$ cat config.mk
export PLATFORM = sky130hd
export DESIGN_NAME = flash_pe_engine
export DESIGN_NICKNAME = d
export VERILOG_FILES = /design/src/rtl/flash_pe_pkg.sv /design/src/rtl/flash_pe_dp.sv /design/src/rtl/flash_pe_ctrl.sv /design/src/rtl/flash_pe_engine.sv
export SDC_FILE = /design/constraint.sdc
export NUM_CORES = 1
export LEC_CHECK = 0
export ABC_CLOCK_PERIOD_IN_PS = 6100
export BUFFER_PORTS_ARGS = -buffer_cell sky130_fd_sc_hd__buf_2
export CAP_MARGIN = 20
export CORE_ASPECT_RATIO = 0.9
export CORE_MARGIN = 4
export CORE_UTILIZATION = 44
export CTS_BUF_LIST = sky130_fd_sc_hd__clkbuf_16
export DETAILED_ROUTE_END_ITERATION = 6
export PLACE_DENSITY = 0.59
export SYNTH_ARGS = -nofsm -noshare
export SYNTH_HDL_FRONTEND = slang
export SYNTH_HIERARCHICAL = 1
export SYNTH_SLANG_ARGS = --single-unit
$ cat constraint.sdc
create_clock -name clk -period 6.1 [get_ports clk]
set_input_delay 1.525 -clock clk [delete_from_list [all_inputs] [get_ports clk]]
set_output_delay 1.525 -clock clk [all_outputs]
set_load 0.02 [all_outputs]
$ cat src/rtl/flash_pe_pkg.sv
package flash_pe_pkg;

  // Which algorithm phase the engine is in; the datapath decodes it.
  typedef enum logic [1:0] {
    PH_WRITE   = 2'd0,
    PH_PREPROG = 2'd1,
    PH_ERASE   = 2'd2
  } phase_e;

  typedef enum logic [2:0] {
    ST_IDLE   = 3'd0,
    ST_CHECK  = 3'd1,
    ST_PULSE  = 3'd2,
    ST_VERIFY = 3'd3,
    ST_SUSP   = 3'd4
  } state_e;

  // Strobes from control to datapath.
  typedef struct packed {
    logic   latchOp;
    logic   pulseLoad;
    logic   pulseTick;
    logic   applyPulse;
    logic   attemptClr;
    logic   attemptInc;
    phase_e phase;
  } dpStrobe_t;

  // Status word bit positions.
  localparam int SB_READY = 7;
  localparam int SB_SUSP  = 6;
  localparam int SB_ERERR = 5;
  localparam int SB_WRERR = 4;
  localparam int SB_VPP   = 3;

endpackage

$ cat src/rtl/flash_pe_dp.sv
module flash_pe_dp
  import flash_pe_pkg::*;
#(
  parameter int NUM_BLOCKS   = 4,
  parameter int BLOCK_BYTES  = 16,
  parameter int MAX_ATTEMPTS = 8,
  parameter int PULSE_CYCLES = 4,
  localparam int BLK_W  = $clog2(NUM_BLOCKS),
  localparam int OFS_W  = $clog2(BLOCK_BYTES),
  localparam int ADDR_W = BLK_W + OFS_W
) (
  input  logic              clk,
  input  logic              rstN,
  input  dpStrobe_t         stb,
  input  logic [ADDR_W-1:0] addrIn,
  input  logic [7:0]        dataIn,
  input  logic [BLK_W-1:0]  blkIn,
  input  logic              forceFail,
  input  logic              idleNow,
  input  logic              suspNow,
  input  logic [ADDR_W-1:0] rdAddr,
  output logic [7:0]        rdData,
  output logic              rdValid,
  output logic              pulseLast,
  output logic              verifyOk,
  output logic              lastAttempt
);

  localparam int DEPTH = NUM_BLOCKS * BLOCK_BYTES;
  localparam int PC_W  = (PULSE_CYCLES > 1) ? $clog2(PULSE_CYCLES) : 1;
  localparam int AT_W  = (MAX_ATTEMPTS > 1) ? $clog2(MAX_ATTEMPTS) : 1;

  logic [7:0]        mem [DEPTH];
  logic [ADDR_W-1:0] opAddr;
  logic [7:0]        opData;
  logic [BLK_W-1:0]  opBlk;
  logic [PC_W-1:0]   pulseCnt;
  logic [AT_W-1:0]   attempts;

  logic [DEPTH-1:0]  cellSel;
  logic [DEPTH-1:0]  zeroOk;
  logic [DEPTH-1:0]  oneOk;

  // Operation registers, captured when a request is accepted.
  always_ff @(posedge clk or negedge rstN) begin
    if (!rstN) begin
      opAddr <= '0;
      opData <= 8'hFF;
      opBlk  <= '0;
    end else if (stb.latchOp) begin
      opAddr <= addrIn;
      opData <= dataIn;
      opBlk  <= blkIn;
    end
  end

  // Per-cell block decode and per-cell verify terms.
  for (genvar i = 0; i < DEPTH; i++) begin : g_cell
    localparam logic [BLK_W-1:0] CELL_BLK = BLK_W'(i / BLOCK_BYTES);
    assign cellSel[i] = (opBlk == CELL_BLK);
    assign zeroOk[i]  = !cellSel[i] || (mem[i] == 8'h00);
    assign oneOk[i]   = !cellSel[i] || (mem[i] == 8'hFF);
  end

  // Array update at the end of each pulse.
  always_ff @(posedge clk or negedge rstN) begin
    if (!rstN) begin
      for (int i = 0; i < DEPTH; i++) mem[i] <= 8'hFF;
    end else if (stb.applyPulse) begin
      for (int i = 0; i < DEPTH; i++) begin
        unique case (stb.phase)
          PH_WRITE: if (opAddr == ADDR_W'(i)) mem[i] <= mem[i] & opData;
          PH_PREPROG: if (cellSel[i]) mem[i] <= 8'h00;
          PH_ERASE: if (cellSel[i]) mem[i] <= 8'hFF;
          default: ;
        endcase
      end
    end
  end

  // Pulse-width timer.
  always_ff @(posedge clk or negedge rstN) begin
    if (!rstN)              pulseCnt <= '0;
    else if (stb.pulseLoad) pulseCnt <= PC_W'(PULSE_CYCLES - 1);
    else if (stb.pulseTick) pulseCnt <= pulseCnt - 1'b1;
  end
  assign pulseLast = (pulseCnt == '0);

  // Attempt counter: number of failed verifies so far in this phase.
  always_ff @(posedge clk or negedge rstN) begin
    if (!rstN)               attempts <= '0;
    else if (stb.attemptClr) attempts <= '0;
    else if (stb.attemptInc) attempts <= attempts + 1'b1;
  end
  assign lastAttempt = (attempts == AT_W'(MAX_ATTEMPTS - 1));

  // Verify compare for the current phase.
  logic [7:0] wrCell;
  logic       cellsMatch;
  assign wrCell = mem[opAddr];

  always_comb begin
    unique case (stb.phase)
      PH_WRITE:   cellsMatch = ((wrCell & ~opData) == 8'h00);
      PH_PREPROG: cellsMatch = &zeroOk;
      PH_ERASE:   cellsMatch = &oneOk;
      default:    cellsMatch = 1'b0;
    endcase
  end
  assign verifyOk = cellsMatch && !forceFail;

  // Read port: blocked while busy and on a parked block.
  logic [BLK_W-1:0] rdBlk;
  assign rdBlk   = rdAddr[ADDR_W-1 -: BLK_W];
  assign rdValid = idleNow || (suspNow && (rdBlk != opBlk));
  assign rdData  = rdValid ? mem[rdAddr] : 8'h00;

endmodule

$ cat src/rtl/flash_pe_ctrl.sv
module flash_pe_ctrl
  import flash_pe_pkg::*;
(
  input  logic       clk,
  input  logic       rstN,
  input  logic       startWrite,
  input  logic       startErase,
  input  logic       suspendReq,
  input  logic       resumeReq,
  input  logic       vppOk,
  input  logic       pulseLast,
  input  logic       verifyOk,
  input  logic       lastAttempt,
  output dpStrobe_t  stb,
  output logic       idleNow,
  output logic       suspNow,
  output logic [7:0] statusReg,
  output logic       rdyBusyN,
  output logic       opDone
);

  state_e state, stateNx, retState, retNx;
  phase_e phase, phaseNx;
  logic   vppErr, wrErr, erErr;
  logic   setVpp, setWr, setEr, finish;
  logic   isEraseOp, holdReq;

  assign isEraseOp = (phase != PH_WRITE);
  assign holdReq   = isEraseOp && suspendReq && !resumeReq;

  always_comb begin
    stb       = '0;
    stb.phase = phase;
    stateNx   = state;
    phaseNx   = phase;
    retNx     = retState;
    setVpp    = 1'b0;
    setWr     = 1'b0;
    setEr     = 1'b0;
    finish    = 1'b0;
    unique case (state)
      ST_IDLE: begin
        if (startWrite) begin
          stb.latchOp = 1'b1;
          phaseNx     = PH_WRITE;
          stateNx     = ST_CHECK;
        end else if (startErase) begin
          stb.latchOp = 1'b1;
          phaseNx     = PH_PREPROG;
          stateNx     = ST_CHECK;
        end
      end
      ST_CHECK: begin
        if (!vppOk) begin
          setVpp  = 1'b1;
          finish  = 1'b1;
          stateNx = ST_IDLE;
        end else begin
          stb.pulseLoad  = 1'b1;
          stb.attemptClr = 1'b1;
          stateNx        = ST_PULSE;
        end
      end
      ST_PULSE: begin
        if (holdReq) begin
          retNx   = ST_PULSE;
          stateNx = ST_SUSP;
        end else if (pulseLast) begin
          stb.applyPulse = 1'b1;
          stateNx        = ST_VERIFY;
        end else begin
          stb.pulseTick = 1'b1;
        end
      end
      ST_VERIFY: begin
        if (holdReq) begin
          retNx   = ST_VERIFY;
          stateNx = ST_SUSP;
        end else if (verifyOk) begin
          if (phase == PH_PREPROG) begin
            phaseNx        = PH_ERASE;
            stb.attemptClr = 1'b1;
            stb.pulseLoad  = 1'b1;
            stateNx        = ST_PULSE;
          end else begin
            finish  = 1'b1;
            stateNx = ST_IDLE;
          end
        end else if (lastAttempt) begin
          setEr   = isEraseOp;
          setWr   = !isEraseOp;
          finish  = 1'b1;
          stateNx = ST_IDLE;
        end else begin
          stb.attemptInc = 1'b1;
          stb.pulseLoad  = 1'b1;
          stateNx        = ST_PULSE;
        end
      end
      ST_SUSP: begin
        if (resumeReq) stateNx = retState;
      end
      default: stateNx = ST_IDLE;
    endcase
  end

  always_ff @(posedge clk or negedge rstN) begin
    if (!rstN) begin
      state    <= ST_IDLE;
      retState <= ST_PULSE;
      phase    <= PH_WRITE;
      vppErr   <= 1'b0;
      wrErr    <= 1'b0;
      erErr    <= 1'b0;
      opDone   <= 1'b0;
    end else begin
      state    <= stateNx;
      retState <= retNx;
      phase    <= phaseNx;
      vppErr   <= vppErr | setVpp;
      wrErr    <= wrErr  | setWr;
      erErr    <= erErr  | setEr;
      opDone   <= finish;
    end
  end

  assign idleNow   = (state == ST_IDLE);
  assign suspNow   = (state == ST_SUSP);
  assign rdyBusyN  = idleNow || suspNow;
  assign statusReg = {rdyBusyN, suspNow, erErr, wrErr, vppErr, 3'b000};

endmodule

$ cat src/rtl/flash_pe_engine.sv
module flash_pe_engine
  import flash_pe_pkg::*;
#(
  parameter int NUM_BLOCKS   = 4,
  parameter int BLOCK_BYTES  = 16,
  parameter int MAX_ATTEMPTS = 8,
  parameter int PULSE_CYCLES = 4,
  localparam int BLK_W  = $clog2(NUM_BLOCKS),
  localparam int ADDR_W = BLK_W + $clog2(BLOCK_BYTES)
) (
  input  logic              clk,
  input  logic              rstN,
  input  logic              startWrite,
  input  logic              startErase,
  input  logic [ADDR_W-1:0] wrAddr,
  input  logic [7:0]        wrData,
  input  logic [BLK_W-1:0]  eraseBlk,
  input  logic              vppOk,
  input  logic              suspendReq,
  input  logic              resumeReq,
  input  logic              forceVerifyFail,
  input  logic [ADDR_W-1:0] rdAddr,
  output logic [7:0]        rdData,
  output logic              rdValid,
  output logic [7:0]        statusReg,
  output logic              rdyBusyN,
  output logic              opDone
);

  dpStrobe_t stb;
  logic      idleNow, suspNow, pulseLast, verifyOk, lastAttempt;

  flash_pe_ctrl ctrl_i (
    .clk         (clk),
    .rstN        (rstN),
    .startWrite  (startWrite),
    .startErase  (startErase),
    .suspendReq  (suspendReq),
    .resumeReq   (resumeReq),
    .vppOk       (vppOk),
    .pulseLast   (pulseLast),
    .verifyOk    (verifyOk),
    .lastAttempt (lastAttempt),
    .stb         (stb),
    .idleNow     (idleNow),
    .suspNow     (suspNow),
    .statusReg   (statusReg),
    .rdyBusyN    (rdyBusyN),
    .opDone      (opDone)
  );

  flash_pe_dp #(
    .NUM_BLOCKS   (NUM_BLOCKS),
    .BLOCK_BYTES  (BLOCK_BYTES),
    .MAX_ATTEMPTS (MAX_ATTEMPTS),
    .PULSE_CYCLES (PULSE_CYCLES)
  ) dp_i (
    .clk         (clk),
    .rstN        (rstN),
    .stb         (stb),
    .addrIn      (wrAddr),
    .dataIn      (wrData),
    .blkIn       (eraseBlk),
    .forceFail   (forceVerifyFail),
    .idleNow     (idleNow),
    .suspNow     (suspNow),
    .rdAddr      (rdAddr),
    .rdData      (rdData),
    .rdValid     (rdValid),
    .pulseLast   (pulseLast),
    .verifyOk    (verifyOk),
    .lastAttempt (lastAttempt)
  );

endmodule

# [Word-level counts from Yosys, hierarchy flattened]
# Index checks and enable logic that the tools add are counted.
[totals] output_inout_bits=19 mem_bits_rw=0 inputBits=30 rom_bits=0 register_bits=545 elab_cells=856 latchBits=0 memories=0
[classes] shifts=0 n_reduce_logical=286 n_mul=0 div_mod_pow=0 muxes=201 n_addsub=2 n_bitwise=71 n_eq_ne=218 n_lt_le_gt_ge=2
[ops] op="8-bit case mux with 3 select lines" n=64
[ops] op="8-bit two-way mux" n=77
[ops] op="8-bit AND" n=65
[ops] op="8-bit zero test" n=65
[ops] op="8-bit equality test, second input constant" n=64
[ops] op="5-bit AND reduction" n=65
[ops] op="6-bit equality test, second input constant" n=32
[ops] op="2-bit by 1-bit inequality test with 1-bit output, second input constant" n=76
[ops] op="1-bit logical OR" n=130
[ops] op="64-bit AND reduction" n=2
[ops] op="8-bit binary-select mux with 6-bit select" n=2
[ops] op="6-bit by 5-bit equality test with 1-bit output, second input constant" n=16
[ops] op="6-bit by 4-bit equality test with 1-bit output, second input constant" n=8
[ops] op="3-bit two-way mux" n=10
[ops] op="2-bit two-way mux" n=14
[ops] op="1-bit two-way mux" n=27
[ops] op="6-bit by 3-bit equality test with 1-bit output, second input constant" n=4
[ops] op="3-bit case mux with 5 select lines" n=1
[ops] op="7-bit >= comparator, second input constant" n=2
[ops] op="6-bit NOT with 7-bit output" n=2
[ops] op="6-bit by 2-bit equality test with 1-bit output, second input constant" n=2
[ops] op="2-bit nonzero test" n=5
[ops] op="8-bit NOT" n=1
[ops] op="1-bit zero test" n=7
[ops] op="23 further kinds" n=39

# [Longest topological paths before layout]
# Gate-level depths: netlist (run 1).
[logic_depth] depth_word=13 ltp_mapped=18 mapped_depth_nobuf=15

# [Cells and area by module]
# The synthesis (run 1) kept the hierarchy.
[modules_own_cells] module="flash_pe_dp" n_inst=1 area_per_inst_um2=31041.0 cells_per_inst=2907
[modules_own_cells] module="flash_pe_ctrl" n_inst=1 area_per_inst_um2=695.7 cells_per_inst=74

# [Least setup slack after synthesis (run 1)]
# OpenSTA, ideal clock, no wires.
[synth_path] path_kind="input -> output" start="input port rdAddr[0]" end="output port rdData[0]" path_slack_ps=859 path_stages=7 arrival_time_ps=3716 t_required_ps=4575 path_cell_list="buf_2 buf_2 buf_1 mux4_2 mux4_2 mux4_2 nor2b_1"
[synth_via] elab_chain_cells=5
[synth_lines] item="start: declaration" line="flash_pe_engine.sv:22" text="input logic [ADDR_W-1:0] rdAddr,"
[synth_lines] item="6-bit NOT with 7-bit output (not written as such)" line="flash_pe_dp.sv:116" text="assign rdData = rdValid ? mem[rdAddr] : 8'h00;"
[synth_lines] item="8-bit binary-select mux with 6-bit select" line="flash_pe_dp.sv:116"
[synth_lines] item="8-bit two-way mux (not written as such) (2 in series)" line="flash_pe_dp.sv:116"
[synth_lines] item="8-bit two-way mux" line="flash_pe_dp.sv:116"
[synth_lines] item="end: declaration" line="flash_pe_engine.sv:23" text="output logic [7:0] rdData,"
# No other way between the ends. The select of a mux whose other input is x is not followed.

# [Worst setup path in the final report (run 1)]
[layout_path] start="input port rdAddr[1]" end="output port rdData[7]"
# The elaborated chain is that of the path after synthesis.

==> flow_summary.ini, run 1 <==
[outcome]
outcome = finished, final reports clean

[critical_path]
r2r_start = dp_i/opAddr[1]$_DFFE_PN0P_
max_stage_delay_ns = 0.60
path_class = input pin to output pin
cp.required_ns = 4.58
crit_path_frequent_cell = mux4_2
crit_fanout = 29
critPathSlowestCell = mux4_2
rr_endpoint = ctrl_i/state[1]$_DFFE_PN0P_
crit_chain = buf_6 > buf_12 > mux4_2 > mux4_2 > mux4_2 > nor2b_1 > buf_2
r2r_setup_slack_ns = 1.50
startpoint_type = input pin
crit_path_end_kind = output pin
critPathArrivalTime_ns = 4.11
r2r_cells = 14

[yosys]
synth_top_area_share_pct = 43.05
syn_inst = 2981
ys.flop_type = dfstp_2
synth.avg_cell_area_sq_um = 10.65
synthAdderAreaFrac_pct = 0.2760
yosysWarnings = 6
synthMuxAreaShare_pct = 21.96
synthArstFlopShare_pct = 100.0
synth.distinct_cells = 69
synth_top_cell_by_area = dfstp_2
yosys-top-cells-area = dfstp_2, mux4_2, o21ai_0, nand2_1, nand4_1
synth_edf_count = 0
yosys.area_share.simple_pct = 17.71
synth_top_family_by_area = multiplexers
ys_ff_latch = 543
synth_compound_area_share_pct = 11.85
yosysSeqAreaShare_pct = 44.86
synth_area_sq_mm = 0.03174
yosys.area_share.xor_xnor_pct = 0.1104

[floorplanning]
initial_core_util_pct = 44.35
fp.dieW_microns = 291.1
rows = 93
die_area_sq_mm = 0.07650
core-area_sq_mm = 0.07156
die_h_microns = 262.8
io_pins = 49

[global_route]
grt_first_pass_wirelength_microns = 219200
use_met2_pct = 56.61
grtUsageMet3_pct = 13.50
grt_pass1_vias = 27910
overflow = 0
grt_max_degree = 118
grt_usage_pct = 39.68
antenna_found_initial = 13
grt.busiest_layer = met2
grtUsageMet1_pct = 55.18

[sta]
fmax_mhz = 177.5
report.final.hold_viol_count = 0
rsz0062_at_grt = false
worstMarginPinSlew_ns = 1.146
finClkSkew_ns = 0.02364
setup_viol = 0
slew_viol_final = 0
slew_headroom_pct = 23.50
period_needed_ns = 5.633
tns_ns = 0
hold_ws_ns = 0.4623
period_share_pct = 92.35

[flow_run]
maxCapViolCount = 0

[cts]
clock_path_buffers = 3
cts_root_buf = clkbuf_16
numCtsBuffers = 57
h-tree-depth = 2
cts_tree = done
clkLatencyLatePin_ns = 0.64
clk_pin_slew_worst_paths_ns = 0.06
hold_buffers = 0
cts_resized = 0
cts.sink_count = 543
postCtsSetupBuffers = 0

[route]
route.detailed.drc = 0
wl_per_cell_microns = 39.36
dr.pass1.iters = 7
avgViaCountPerCell = 7.411
via_count = 29350
routed_wl_microns = 155900
dr.first_iter.drc_count = 4195
postRouteAntennaNets = 0

[min_path]
hold_path.startpoint = ctrl_i/vppErr$_DFF_PN0_
hold_path_class = flop to flop
min_path_cells = 1
hold_end = ctrl_i/vppErr$_DFF_PN0_

[placement]
hpwlAfterDp_microns = 112500
placed_cells = 3848
numPortBuffers = 45
gp_congestion = 1.052

[power]
power.density_mw_per_mm2 = 352.0
ir_worst_vdd_mv = 0.6594
power.total_w = 0.01233
p_leak_nw = 14.92

[layout]
final_cells = 3960
synthToLayoutAreaGrowth_pct = 10.40
layout-drive-gt1-share_pct = 34.26
nets = 2994
[where the power goes]
part,switching [W],internal (W),leakage [nW]
Combinational,0.00329,0.00115,8.27
Clock,0.00155,0.00225,1.01
Sequential,0.000343,0.00376,5.64
Total,0.00517,0.00716,14.9
[logic make-up after synthesis]
logic type / Yosys count
AND/OR/NAND/NOR: 1159
AO/OA/AOI/OAI: 702
flip-flops: 543
multiplexers: 357
buffers and inverters: 208
adder cells (fa/ha/maj): 7
XOR/XNOR: 4
other: 1
[worst max path at each step]
stage / cells after the start / to / slack, ns / startpoint
after floorplan: 7 / rdData[0] / 0.86 / rdAddr[0]
after global placement: 7 / rdData[0] / 0.57 / rdAddr[0]
after detailed placement: 7 / rdData[3] / 0.54 / rdAddr[0]
after CTS: 7 / rdData[3] / 0.54 / rdAddr[0]
after global routing: 7 / rdData[1] / 0.44 / rdAddr[0]
final: 7 / rdData[7] / 0.47 / rdAddr[1]
[metal layers]
metal / wire (microns) / up-vias
met1: 61580 / 15160
met3: 20240 / 453
met5: 144 / -
met2: 65890 / 2300
li1: - / 11420
met4: 8010 / 10
[cells in the final DEF, fill, tap and decap left out, types with 9 or more instances in the layout]
| cell type | synthesis | routed |
|---|---|---|
| a21oi_1 | 18 | 18 |
| o21ai_0 | 541 | 541 |
| clkinv_2 | 0 | 12 |
| bufinv_16 | 0 | 12 |
| buf_12 | 0 | 16 |
| nor2b_1 | 21 | 15 |
| o21ai_1 | 54 | 54 |
| clkbuf_16 | 0 | 59 |
| buf_2 | 39 | 42 |
| mux2i_1 | 75 | 75 |
| nand4_1 | 231 | 231 |
| nor2_1 | 44 | 38 |
| nand2b_1 | 11 | 11 |
| dfrtp_1 | 23 | 20 |
| nand2_1 | 617 | 617 |
| dfstp_2 | 520 | 520 |
| nand3_1 | 19 | 19 |
| buf_4 | 19 | 47 |
| diode_2 | 0 | 9 |
| mux4_2 | 269 | 269 |
| a22oi_1 | 34 | 34 |
| mux2_2 | 12 | 12 |
| inv_1 | 14 | 21 |
| nor4_1 | 167 | 167 |
| nor3_1 | 11 | 11 |
[area by class of cell]
class / count / area [sq um]
Fill cell: 6433 / 36520
Multi-Input combinational cell: 2232 / 16580
Sequential cell: 543 / 14250
Clock buffer: 59 / 1476
Tap cell: 950 / 1189
Timing Repair Buffer: 109 / 948.4
Clock inverter: 44 / 523.0
Inverter: 14 / 52.55
Antenna cell: 9 / 22.52
[flip-flops by register name (all words and copies together) (netlist names)]
name / cells
ctrl_i/erErr: 1
ctrl_i/opDone: 1
ctrl_i/phase: 2
ctrl_i/retState: 1
ctrl_i/state: 3
ctrl_i/vppErr: 1
ctrl_i/wrErr: 1
dp_i/attempts: 3
dp_i/mem: 512
dp_i/opAddr: 6
dp_i/opBlk: 2
dp_i/opData: 8
dp_i/pulseCnt: 2
[metrics by stage]
stage	worst slack, ns	util, %	cell area (sq um)
final	0.4665	48.96	35040
after global routing	0.4378	48.93	35020
after CTS	0.5361	48.93	35020
after detailed placement	0.5402	46.14	33020
after global placement	0.5650	46.06	32960
after floorplan	0.8591	-	31740
[worst max-delay path, delay by kind of cell]
family	cells	cell delay (ns)
buffers and inverters	3	0.66
multiplexers	3	1.63
AND/OR/NAND/NOR	1	0.24
[Yosys cell counts, types with 3 or more instances]
cell type	n
or4_1	3
mux2i_1	75
dfstp_2	520
a211oi_1	5
and3_1	4
ha_1	7
a31oi_1	6
inv_1	14
nor2b_1	21
xnor2_1	4
o21ai_1	54
a22o_1	4
dfrtp_1	23
clkbuf_1	105
buf_1	15
nor3b_1	4
nor2_1	44
mux2_2	12
nand4_1	231
and2_1	6
nand2b_1	11
o211ai_1	3
nor4b_1	3
buf_2	39
a221oi_1	4
nand2_1	617
buf_4	19
o21ai_0	541
mux4_2	269
o22ai_1	8
buf_6	16
a21oi_1	18
a22oi_1	34
nor4_1	167
nor3_1	11
nand3_1	19
(Power assumes the default switching activity.)
==> run 2: changes to the inputs <==
Settings changed: PLACE_DENSITY 0.59 to default, PLACE_DENSITY_LB_ADDON from default to 0.2, SLEW_MARGIN from default to 0.
==> flow_summary.ini, run 2 (synthesis results as in run 1) <==
[outcome]
outcome = finished, final reports clean

[placement]
hpwlAfterDp_microns = 112100
gp_congestion = 1.085
place_area_sq_mm = 0.03303
numPortBuffers = 45

[route]
avgViaCountPerCell = 7.346
postRouteAntennaNets = 0
routed_wl_microns = 153700
via_count = 29110
dr.first_iter.drc_count = 3959
dr.pass1.iters = 6
wl_per_cell_microns = 38.78
route.detailed.drc = 0

[cts]
cts.sink_count = 543
clock_path_buffers = 3
cts_resized = 0
hold_buffers = 0
cts_tree = done
h-tree-depth = 2
clk_pin_slew_worst_paths_ns = 0.06
cts_root_buf = clkbuf_16
clkLatencyLatePin_ns = 0.63
postCtsSetupBuffers = 0
numCtsBuffers = 56

[floorplanning]
io_pins = 49
core-area_sq_mm = 0.07156
initial_core_util_pct = 44.35
fp.dieW_microns = 291.1
rows = 93
die_area_sq_mm = 0.07650
die_h_microns = 262.8

[global_route]
antenna_found_initial = 7
grt_first_pass_wirelength_microns = 217400
grt_usage_pct = 39.32
grt_max_degree = 153
grt_pass1_vias = 27520
overflow = 0

[sta]
worstMarginPinSlew_ns = 1.102
tns_ns = 0
report.final.hold_viol_count = 0
fmax_mhz = 176.0
finClkSkew_ns = 0.02856
slew_headroom_pct = 26.53
period_needed_ns = 5.683
period_share_pct = 93.16
rsz0062_at_grt = false
slew_viol_final = 0
setup_viol = 0

[min_path]
hold_path_class = flop to flop

[critical_path]
startpoint_type = input pin
path_class = input pin to output pin
crit_fanout = 27
max_stage_delay_ns = 0.59
cp.required_ns = 4.58
critPathArrivalTime_ns = 4.16
crit_chain = buf_6 > buf_4 > mux4_2 > mux4_2 > mux4_2 > nor2b_1 > buf_2
crit_path_frequent_cell = mux4_2
crit_path_end_kind = output pin
critPathSlowestCell = mux4_2

[power]
p_leak_nw = 14.87
ir_worst_vdd_mv = 0.5374
power.density_mw_per_mm2 = 341.7

[layout]
layout-drive-gt1-share_pct = 33.98
synthToLayoutAreaGrowth_pct = 9.738
top_register = dp_i/mem
largest_register_ffs = 512
final_common_cell = nand2_1
nets = 2998
fin_area_sq_mm = 0.03483
mostFrequentLayoutCells = nand2_1, o21ai_0, dfstp_2, mux4_2, nand4_1
reg.largest.list = dp_i/mem x512, dp_i/opData x8, dp_i/opAddr x6
final.fill_count = 6529

[flow_run]
maxCapViolCount = 0
run 2: changes by cell type in the layout (fill, tap and decap cells not counted), moves of 3 or more:
cell / previous run / this run
buf_4: 47 / 54
buf_12: 16 / 12
bufinv_16: 12 / 6
inv_1: 21 / 30
clkinv_1: 7 / 10
run 2: power by group:
| group | internal (W) | switching (W) |
|---|---|---|
| Sequential | 0.00376 | 0.000419 |
| Combinational | 0.00116 | 0.00315 |
| Clock | 0.00193 | 0.00148 |
run 2: worst max-delay path, delay by kind of cell:
| kind | cells | cell delay [ns] |
|---|---|---|
| multiplexers | 3 | 1.64 |
| buffers and inverters | 3 | 0.78 |
| AND/OR/NAND/NOR | 1 | 0.15 |
run 2: path summary, 6_finish.rpt:
| kind | start | end | slack [ns] | depth (start not counted) |
|---|---|---|---|---|
| worst max-delay path | rdAddr[0] | rdData[0] | 0.42 | 7 |
| worst min-delay path | ctrl_i/erErr$_DFF_PN0_ | ctrl_i/erErr$_DFF_PN0_ | 0.47 | 1 |
| worst max register to register | dp_i/opAddr[1]$_DFFE_PN0P_ | dp_i/attempts[0]$_DFFE_PN0P_ | 1.36 | 14 |
| worst min register to register | ctrl_i/erErr$_DFF_PN0_ | ctrl_i/erErr$_DFF_PN0_ | 0.47 | 1 |
| max in group asynchronous | rstN | dp_i/mem[20]$_DFFE_PN1P_ | 4.00 | 2 |
| min in group asynchronous | rstN | dp_i/mem[327]$_DFFE_PN1P_ | 1.20 | 1 |
run 2: cell type report:
class | count | area (sq um) | area share, %
inverters | 14 | 52.55 | 0.1509
well taps | 950 | 1189 | 3.413
repair buffers | 114 | 953.4 | 2.738
diodes | 7 | 17.52 | 0.05030
multi-input cells | 2232 | 16590 | 47.64
flip-flops and latches | 543 | 14250 | 40.91
clock buffers | 57 | 1426 | 4.096
clock inverters | 45 | 350.3 | 1.006
run 2: routing by layer:
layer  track usage [%]  up-vias  wire (microns)
met4             16.48       10            8055
met5                 0        -              55
met1             55.99    15090           61650
met2             55.99     2162           64490
met3             11.86      423           19410
li1                  -    11420               -
run 2: stage by stage:
stage	cells	total power (W)	hold slack, ns	util [%]	setup slack, ns
2_1_floorplan	2983	0.006465	0.4289	-	0.8591
3_3_place_gp	3850	0.008309	0.4410	46.08	0.4711
3_5_place_dp	3852	0.008371	0.4559	46.15	0.4416
4_1_cts	3954	0.01178	0.4718	48.64	0.4429
5_1_grt	3955	0.01223	0.4882	48.64	0.3637
6_report	3962	0.01190	0.4670	48.67	0.4170
